$ cat src/rtl/i2ct_pkg.sv
package i2ct_pkg;
    localparam int BYTE_W = 8;

    typedef enum logic [2:0] {
        ST_IDLE,
        ST_ADDR,
        ST_RX,
        ST_HOLD,
        ST_ACKBIT,
        ST_TX,
        ST_TXACK,
        ST_SKIP
    } i2ct_state_e;
endpackage

$ cat src/rtl/i2ct_line_sync.sv
module i2ct_line_sync #(
    parameter int STAGES = 2
) (
    input  logic clk,
    input  logic rst_n,
    input  logic line_i,
    output logic level_o,
    output logic rise_o,
    output logic fall_o
);
    // chain[STAGES-1] is the synchronised level, chain[STAGES] its previous value
    logic [STAGES:0] chain;

    always_ff @(posedge clk or negedge rst_n) begin
        if (!rst_n) chain <= '1;
        else        chain <= {chain[STAGES-1:0], line_i};
    end

    assign level_o = chain[STAGES-1];
    assign rise_o  = chain[STAGES-1] & ~chain[STAGES];
    assign fall_o  = ~chain[STAGES-1] & chain[STAGES];
endmodule

$ cat src/rtl/i2ct_bus_cond.sv
module i2ct_bus_cond (
    input  logic scl_lvl,
    input  logic sda_rise,
    input  logic sda_fall,
    output logic start_o,
    output logic stop_o
);
    assign start_o = sda_fall & scl_lvl;
    assign stop_o  = sda_rise & scl_lvl;
endmodule

$ cat src/rtl/i2ct_code_ctr.sv
module i2ct_code_ctr #(
    parameter int W = 8
) (
    input  logic         clk,
    input  logic         rst_n,
    input  logic         load_i,
    input  logic         dir_i,
    input  logic         step_i,
    output logic [W-1:0] code_o
);
    always_ff @(posedge clk or negedge rst_n) begin
        if (!rst_n) begin
            code_o <= '0;
        end else if (load_i) begin
            code_o <= {dir_i, {(W-1){1'b0}}};
        end else if (step_i && (code_o[W-2:0] != '1)) begin
            code_o <= code_o + 1'b1;
        end
    end
endmodule

$ cat src/rtl/i2c_target_evt.sv
module i2c_target_evt
    import i2ct_pkg::*;
#(
    parameter int SYNC_STAGES = 2
) (
    input  logic              clk,
    input  logic              rst_n,
    input  logic              scl_i,
    input  logic              sda_i,
    output logic              scl_drive_low,
    output logic              sda_drive_low,
    input  logic [BYTE_W-1:0] own_addr,
    output logic [BYTE_W-1:0] rx_data,
    input  logic [BYTE_W-1:0] tx_data,
    input  logic              tx_load,
    input  logic              rd_ack,
    input  logic              rd_hold,
    input  logic              clk_release,
    output logic [BYTE_W-1:0] state_code,
    output logic              evt
);
    localparam int              CNT_W   = $clog2(BYTE_W + 1);
    localparam logic [CNT_W-1:0] LAST   = CNT_W'(BYTE_W);
    localparam logic [BYTE_W-1:0] RD_ADDR_CODE = {1'b1, {(BYTE_W-1){1'b0}}};

    logic scl_lvl, scl_rise, scl_fall;
    logic sda_lvl, sda_rise, sda_fall;
    logic start, stop;

    i2ct_line_sync #(.STAGES(SYNC_STAGES)) u_scl_sync (
        .clk(clk), .rst_n(rst_n), .line_i(scl_i),
        .level_o(scl_lvl), .rise_o(scl_rise), .fall_o(scl_fall));

    i2ct_line_sync #(.STAGES(SYNC_STAGES)) u_sda_sync (
        .clk(clk), .rst_n(rst_n), .line_i(sda_i),
        .level_o(sda_lvl), .rise_o(sda_rise), .fall_o(sda_fall));

    i2ct_bus_cond u_cond (
        .scl_lvl(scl_lvl), .sda_rise(sda_rise), .sda_fall(sda_fall),
        .start_o(start), .stop_o(stop));

    i2ct_state_e       st, nxt;
    logic [CNT_W-1:0]  bitcnt;
    logic [BYTE_W-1:0] shreg;
    logic [BYTE_W-1:0] tx_buf;
    logic              rd_dir;
    logic              nack_q;

    logic own_valid, addr_ok, byte_done, code_tx, code_rd_addr, rel_ev;
    logic ctr_load, ctr_step;
    logic [BYTE_W-1:0] tx_src;

    assign own_valid    = (own_addr[BYTE_W-1:4] != '0) && (own_addr[BYTE_W-1:1] != '1);
    assign addr_ok      = own_valid && (shreg[BYTE_W-1:1] == own_addr[BYTE_W-1:1]);
    assign byte_done    = scl_fall && (bitcnt == LAST);
    assign code_rd_addr = (state_code == RD_ADDR_CODE);
    assign code_tx      = state_code[BYTE_W-1] && !code_rd_addr;
    assign rel_ev       = clk_release
                        | (rd_ack & ~state_code[BYTE_W-1])
                        | (rd_ack & code_rd_addr & ~rd_hold)
                        | (tx_load & code_tx);
    assign tx_src       = tx_load ? tx_data : tx_buf;

    assign ctr_load = (st == ST_ADDR) && byte_done && addr_ok;
    assign ctr_step = ((st == ST_RX) && byte_done) ||
                      ((st == ST_TXACK) && scl_fall && !nack_q);

    i2ct_code_ctr #(.W(BYTE_W)) u_ctr (
        .clk(clk), .rst_n(rst_n), .load_i(ctr_load), .dir_i(shreg[0]),
        .step_i(ctr_step), .code_o(state_code));

    // next-state logic
    always_comb begin
        nxt = st;
        unique case (st)
            ST_IDLE:   nxt = ST_IDLE;
            ST_ADDR:   if (byte_done) nxt = addr_ok ? ST_HOLD : ST_SKIP;
            ST_RX:     if (byte_done) nxt = ST_HOLD;
            ST_HOLD:   if (rel_ev) nxt = code_tx ? ST_TX : ST_ACKBIT;
            ST_ACKBIT: if (scl_fall) nxt = rd_dir ? ST_TX : ST_RX;
            ST_TX:     if (byte_done) nxt = ST_TXACK;
            ST_TXACK:  if (scl_fall) nxt = nack_q ? ST_SKIP : ST_HOLD;
            ST_SKIP:   nxt = ST_SKIP;
            default:   nxt = ST_IDLE;
        endcase
        if (start)     nxt = ST_ADDR;
        else if (stop) nxt = ST_IDLE;
    end

    // state register
    always_ff @(posedge clk or negedge rst_n) begin
        if (!rst_n) st <= ST_IDLE;
        else        st <= nxt;
    end

    // datapath and outputs
    always_ff @(posedge clk or negedge rst_n) begin
        if (!rst_n) begin
            bitcnt        <= '0;
            shreg         <= '0;
            tx_buf        <= '0;
            rx_data       <= '0;
            rd_dir        <= 1'b0;
            nack_q        <= 1'b0;
            sda_drive_low <= 1'b0;
            scl_drive_low <= 1'b0;
            evt           <= 1'b0;
        end else begin
            evt <= ctr_load | ctr_step;
            if (tx_load) tx_buf <= tx_data;
            if (start || stop) begin
                bitcnt        <= '0;
                sda_drive_low <= 1'b0;
                scl_drive_low <= 1'b0;
            end else begin
                unique case (st)
                    ST_ADDR, ST_RX: begin
                        if (scl_rise) begin
                            bitcnt <= bitcnt + 1'b1;
                            shreg  <= {shreg[BYTE_W-2:0], sda_lvl};
                        end else if (byte_done) begin
                            bitcnt <= '0;
                            if ((st == ST_RX) || addr_ok) begin
                                rx_data       <= shreg;
                                sda_drive_low <= 1'b1;
                                scl_drive_low <= 1'b1;
                                if (st == ST_ADDR) rd_dir <= shreg[0];
                            end
                        end
                    end
                    ST_HOLD: begin
                        if (rel_ev) begin
                            if (code_tx) begin
                                // SDA first; SCL freed one cycle later in ST_TX
                                shreg         <= tx_src;
                                sda_drive_low <= ~tx_src[BYTE_W-1];
                                bitcnt        <= '0;
                            end else begin
                                scl_drive_low <= 1'b0;
                            end
                        end
                    end
                    ST_ACKBIT: begin
                        if (scl_fall) begin
                            bitcnt <= '0;
                            if (rd_dir) begin
                                shreg         <= tx_buf;
                                sda_drive_low <= ~tx_buf[BYTE_W-1];
                            end else begin
                                sda_drive_low <= 1'b0;
                            end
                        end
                    end
                    ST_TX: begin
                        scl_drive_low <= 1'b0;
                        if (scl_rise) begin
                            bitcnt <= bitcnt + 1'b1;
                        end else if (byte_done) begin
                            sda_drive_low <= 1'b0;
                            bitcnt        <= '0;
                        end else if (scl_fall && (bitcnt != '0)) begin
                            shreg         <= {shreg[BYTE_W-2:0], 1'b0};
                            sda_drive_low <= ~shreg[BYTE_W-2];
                        end
                    end
                    ST_TXACK: begin
                        if (scl_rise) begin
                            nack_q <= sda_lvl;
                        end else if (scl_fall && !nack_q) begin
                            scl_drive_low <= 1'b1;
                        end
                    end
                    ST_SKIP: sda_drive_low <= 1'b0;
                    default: ;
                endcase
            end
        end
    end
endmodule

$ cat config.mk
export PLATFORM = sky130hd
export DESIGN_NAME = i2c_target_evt
export DESIGN_NICKNAME = d
export VERILOG_FILES = /design/src/rtl/i2ct_pkg.sv /design/src/rtl/i2ct_line_sync.sv /design/src/rtl/i2ct_bus_cond.sv /design/src/rtl/i2ct_code_ctr.sv /design/src/rtl/i2c_target_evt.sv
export SDC_FILE = /design/constraint.sdc
export NUM_CORES = 1
export LEC_CHECK = 0
export BUFFER_PORTS_ARGS = -buffer_cell sky130_fd_sc_hd__clkbuf_2
export CORE_MARGIN = 5
export CORE_UTILIZATION = 35
export DETAILED_ROUTE_END_ITERATION = 10
export HOLD_SLACK_MARGIN = 0.02
export SLEW_MARGIN = 5
export SYNTH_ARGS = -nofsm -noshare
export SYNTH_HDL_FRONTEND = slang
export SYNTH_SLANG_ARGS = --single-unit
$ cat constraint.sdc
create_clock -name clk -period 7.1 [get_ports clk]
set_input_delay 0.71 -clock clk [delete_from_list [all_inputs] [get_ports clk]]
set_output_delay 0.71 -clock clk [all_outputs]
set_load 0.03 [all_outputs]
* After elaboration in Yosys (flattened, before gate mapping)
Cells that the tools add are included.
** Operators by class
- Bitwise operators :: 25
- Reduce and logical (&&, ||, !) cells :: 35
- $add $sub $neg :: 2
- Mux-type cells :: 50
- Eq/ne operators :: 38
** Operators by type and width (number)
- $mux 8 :: 11
- $mux 3 :: 11
- $pmux 8 s4 :: 1
- $ne 4x4->1 const B :: 7
- $mux 4 :: 6
- $ne 3x3->1 const B :: 8
- $pmux 3 s8 :: 1
- $mux 1 :: 17
- $ne 2x2->1 const B :: 8
- $reduce_bool 4->1 :: 4
- $ne 7x7->1 const B :: 2
- $eq 3x3->1 const B :: 4
- $logic_and 1x1->1 :: 12
- $pmux 4 s3 :: 1
- $reduce_and 6->1 :: 2
- $not 1->1 :: 11
- $and 1x1->1 :: 10
- $reduce_and 10->1 :: 1
- $reduce_and 5->1 :: 2
- $reduce_and 9->1 :: 1
- $add 8x1->8 const B :: 1
- $eq 8x8->1 const B :: 1
- $reduce_and 8->1 :: 1
- $eq 7x7->1 :: 1
- 19 further kinds :: 26
** Word-level totals
- Output and inout bits :: 19
- Word-level logic and storage cells :: 163
- Register bits after elaboration :: 50

* Longest topological paths before layout
- Word-level depth :: 9
- Mapped depth :: 8
- Gate-level depth less buffers :: 8

* By module
Synthesis repeated with hierarchy kept, for this count alone.
** Unflattened totals
- Cell total of the unflattened synthesis :: 283
- Area total of the unflattened synthesis :: 2951.6 µm²
** Modules (own cells, without submodules)
- i2c_target_evt :: times used 1, area each 2278.4 µm², seq. area each 900.9 µm², cells each 224
- i2ct_code_ctr :: times used 1, area each 473.0 µm², seq. area each 200.2 µm², cells each 47
- i2ct_line_sync :: times used 2, area each 93.8 µm², seq. area each 78.8 µm², cells each 5
- i2ct_bus_cond :: times used 1, area each 12.5 µm², seq. area each 0.0 µm², cells each 2

* Least setup slack after synthesis
Ideal clock, no wire load.
- Path type :: reg-to-reg
- Start :: register u_ctr.code_o[0]
- End :: register shreg[0]
- Arrival :: 2779 ps
- Buffers on the path :: 0
- Path slack :: 4197 ps
- Cell stages (with the launch flop) :: 9
- Clock period less this slack :: 2903 ps
- Cell sequence :: dfrtp_1 -> inv_1 -> ha_1 -> or4b_4 -> or4_1 -> nand4_2 -> nand2_2 -> nor4b_4 -> mux2_2
** On the way
- Cells in the longest elaborated chain, start to end :: 7
- Elaborated cells on any way between the ends :: 11
** Ends and longest elaborated chain
- from (decl) :: RTL line i2ct_code_ctr.sv:9 : output logic [W-1:0] code_o
- from (signal assigned) :: RTL line i2ct_code_ctr.sv:15 : code_o <= {dir_i, {(W-1){1'b0}}};
- from (signal assigned) :: RTL line i2ct_code_ctr.sv:17 : code_o <= code_o + 1'b1;
- $eq 8x8->1 (*) :: RTL line i2c_target_evt.sv:56 : assign code_rd_addr = (state_code == RD_ADDR_CODE);
- $and 1x1->1 / $logic_not 1->1 (equally long branches) :: RTL line i2c_target_evt.sv:60, i2c_target_evt.sv:57
- $and 1x1->1 / $logic_and 1x1->1 (equally long branches) :: RTL line i2c_target_evt.sv:60, i2c_target_evt.sv:57
- $or 1x1->1 / $and 1x1->1 (equally long branches) :: RTL line i2c_target_evt.sv:60, i2c_target_evt.sv:61
- $or 1x1->1 :: RTL line i2c_target_evt.sv:61 : | (tx_load & code_tx);
- $ne 2x2->1 (no source line)
- $reduce_and 10->1 (no source line) (*)
- to (signal assigned) :: RTL line i2c_target_evt.sv:120 : shreg <= {shreg[BYTE_W-2:0], sda_lvl};
- to (signal assigned) :: RTL line i2c_target_evt.sv:135 : shreg <= tx_src;
- to (signal assigned) :: RTL line i2c_target_evt.sv:147 : shreg <= tx_buf;
- to (decl) :: RTL line i2c_target_evt.sv:44 : logic [BYTE_W-1:0] shreg;
Every way passes the cells marked *; elsewhere a longest branch is shown, timed or not.
A chain may end at the register's enable or synchronous reset.

* Worst setup path in the final report
Same ends and word-level chain as after synthesis.

==> summary.md <==
| Metric | Value |
|---|---|
| Status | `completed` |
| Worst flop-to-flop path startpoint | `u_ctr.code_o[0]$_DFFE_PN0P_` |
| Unrepaired setup endpoints after global routing | `false` |
| Drt drc | `0` |
| Synth area leaders | `dfrtp_1, mux2_2, dfstp_2` |
| Avg WL per Cell | `15.5 um` |
| Fillers | `795` |
| Worst vdd rail ir drop | `0.178 mV` |
| Placer Congestion | `0.851` |
| Final antenna-violating net count | `0` |
| Top Layer Used | `met4` |
| Drt initial violations | `242` |
| Final core utilization | `41.0%` |
| Final Cycle Share | `42.8%` |
| Reg clk slew, reported paths | `0.10 ns` |
| Max cap viols | `0` |
| Hold EP | `u_scl_sync.chain[1]$_DFF_PN1_` |
| Min-Delay Path Depth | `0` |
| Layout Skew | `0.00840 ns` |
| Final net count | `341` |
| Yosys top cell area share | `39.0%` |
| Syn Area/Cell | `10.3 um2` |
| Yosys warns | `0` |
| Post-synth top area cell | `dfrtp_1` |
| Worst-Margin Slew | `1.00 ns` |
| WS Path Type | `reg2reg` |
| Relative slew slack | `32.7%` |
| Clock Path Buffers | `2` |
| Vias per cell | `5.37` |
| Sequential cell area | `1260 um2` |
| DR WL met3 | `324 um` |
| Die Y | `99.8 um` |
| Multi-input logic area | `1460 um2` |
| Seq/Total Area, Yosys | `44.6%` |
| P_leak | `1.42 nW` |
| CTS tree | `yes` |
| H-Tree Depth | `2` |
| Post-Syn Area | `2820 um2` |
| Netlist cell types | `57` |
| Initial core utilization | `36.2%` |
| Synth Register Bits | `50` |
| Total setup buffers inserted after CTS | `0` |
| Upper clock frequency limit | `329 MHz` |
| # rows | `32` |
| DR pass1 iterations | `4` |
| Pwr/cell area | `357 nW/um2` |
| Worst hold path class | `reg2reg` |
| Core ar. | `7810 um2` |
| Hold_ws | `0.360 ns` |
| Die ar. | `9970 um2` |
| Arr. time, crit path | `3.25 ns` |
| Post-CTS Hold Fix Bufs | `0` |
| R2r worst-path depth | `8` |
| Commonest cells post-synth | `dfrtp_1, mux2_2, nor2_1, o21ai_0, nand2_1` |
| Crit-path max FO | `8` |
| Share of cells above drive strength 1 | `29.9%` |
| Vias in the first global route | `2215` |
| Worst skew pair latency | `0.31 ns` |
| Fin crit period | `3.04 ns` |
| Post-CTS Resized | `0` |
| Layout area overhead | `13.3%` |
| FFs w/ async S/R, synth | `100%` |
| Worst EP required | `7.31 ns` |
| Number of flops mapped to enable cells by yosys | `0` |
| Post-Place Worst Slack | `3.87 ns` |
| Final hold vios | `0` |
| Final setup vio count | `0` |
| Largest net degree at the start of global routing | `51` |
| # port buffers | `41` |
| Ys flop type | `dfrtp_1` |
| Post-DP HPWL | `4660 um` |
| Crit. Startpoint | `u_ctr.code_o[0]$_DFFE_PN0P_` |
| Ant diodes | `0` |
| Most numerous cell in the Yosys netlist | `dfrtp_1` |
| Die X | `99.8 um` |
| Hold_sp | `u_scl_sync.chain[0]$_DFF_PN1_` |
| Worst setup margin | `4.06 ns` |
| Met2 wire len | `2910 um` |
| Final Max Tran Viols | `0` |
| Tot Pwr | `0.00114 W` |
| Vias | `2232` |
| Overflow after GRT | `0` |
| Total GRT Usage | `13.5%` |
| Antenna violations before repair | `0` |
| Routed wire length | `6440 um` |
| Syn nets | `302` |
| I/O pins | `43` |
| Startpoint types | `flop` |
| DRT met1 WL | `3130 um` |
| Cts bufs inserted | `5` |
| First-pass GRT wire length | `10800 um` |
| Reg2reg end | `shreg[0]$_DFFE_PN0P_` |
| CP endpoint kind | `flop` |
| # clock sinks | `50` |
| CTS root buffer | `clkbuf_8` |
| Syn Inst Count | `274` |
| TNS Setup | `0 ns` |
| Flop-to-flop setup slack | `4.06 ns` |
per-layer routing:
metal / GRT usage [%] / up-vias
met5: 0 / -
met4: 3.99 / 0
met3: 2.85 / 7
met2: 19.9 / 64
met1: 19.8 / 1073
li1: - / 1088
worst max-delay path by stage:
| stage | to | slack [ns] | cells after the start |
|---|---|---|---|
| 3_5_place_dp | rd_dir$_DFFE_PN0P_ | 3.87 | 6 |
| 5_1_grt | shreg[4]$_DFFE_PN0P_ | 3.90 | 8 |
| 6_report | shreg[0]$_DFFE_PN0P_ | 4.06 | 8 |
| 3_3_place_gp | rd_dir$_DFFE_PN0P_ | 3.97 | 6 |
| 2_1_floorplan | shreg[0]$_DFFE_PN0P_ | 4.20 | 8 |
| 4_1_cts | shreg[6]$_DFFE_PN0P_ | 4.07 | 8 |
critical path: stages (launching register included):
cell and delay [ns]:
dfrtp_1 0.46, inv_1 0.08, ha_1 0.13, or4b_4 0.46, or4_1 0.50, nand4_2 0.18, nand2_2 0.10, nor4b_4 0.62
mux2_2 0.41
layout make-up:
type	count	area share, %
timing repair buffer	42	6.65
multi-input combinational	200	45.5
clock buffer	5	2.15
tap	102	3.99
clock inverter	3	0.782
sequential	50	39.3
inverter	14	1.64
sequential cells by signal (all words and copies together) (netlist names), 3 cells and up:
register and flops:
st 3, rx_data 8, u_sda_sync.chain 3, u_scl_sync.chain 3, shreg 8, tx_buf 8, u_ctr.code_o 8, bitcnt 4
power by group:
| group | internal, W | switching, W | total, W |
|---|---|---|---|
| Clock | 0.0000714 | 0.000103 | 0.000175 |
| Combinational | 0.000232 | 0.000271 | 0.000503 |
| Sequential | 0.000348 | 0.000117 | 0.000466 |
| Total | 0.000652 | 0.000492 | 0.00114 |
per-stage QoR:
step / cells / instance area, um2
6_report: 416 / 3200
2_1_floorplan: 274 / 2820
5_1_grt: 416 / 3200
3_3_place_gp: 408 / 3110
3_5_place_dp: 408 / 3110
4_1_cts: 416 / 3200
cells by family after synthesis:
group	count (synthesis)	synth area share, %
and+or+nand+nor	89	18.4
xor gates and xnor gates	14	4.34
AOI/OAI and AO/OA	64	15.6
muxes	29	11.4
buffers and inverters	24	3.90
DFF	50	44.6
adders and majority gates	4	1.77
cells in the final DEF (no fill, tap or decap), types with 4 or more instances in the layout:
cell type and instances:
a211oi_1 5, a21oi_1 9, a221o_1 6, a31oi_1 6
and3_1 6, clkbuf_2 41, clkbuf_8 5, dfrtp_1 44
dfstp_2 6, ha_1 4, inv_1 13, mux2_2 25
mux2i_1 4, nand2_1 15, nand2b_1 5, nand3_1 6
nand4_1 5, nor2_1 20, nor2b_1 4, nor3_1 6
o21ai_0 18, xnor2_1 5, xor2_1 9
Power figures use the tool's default switching activity.
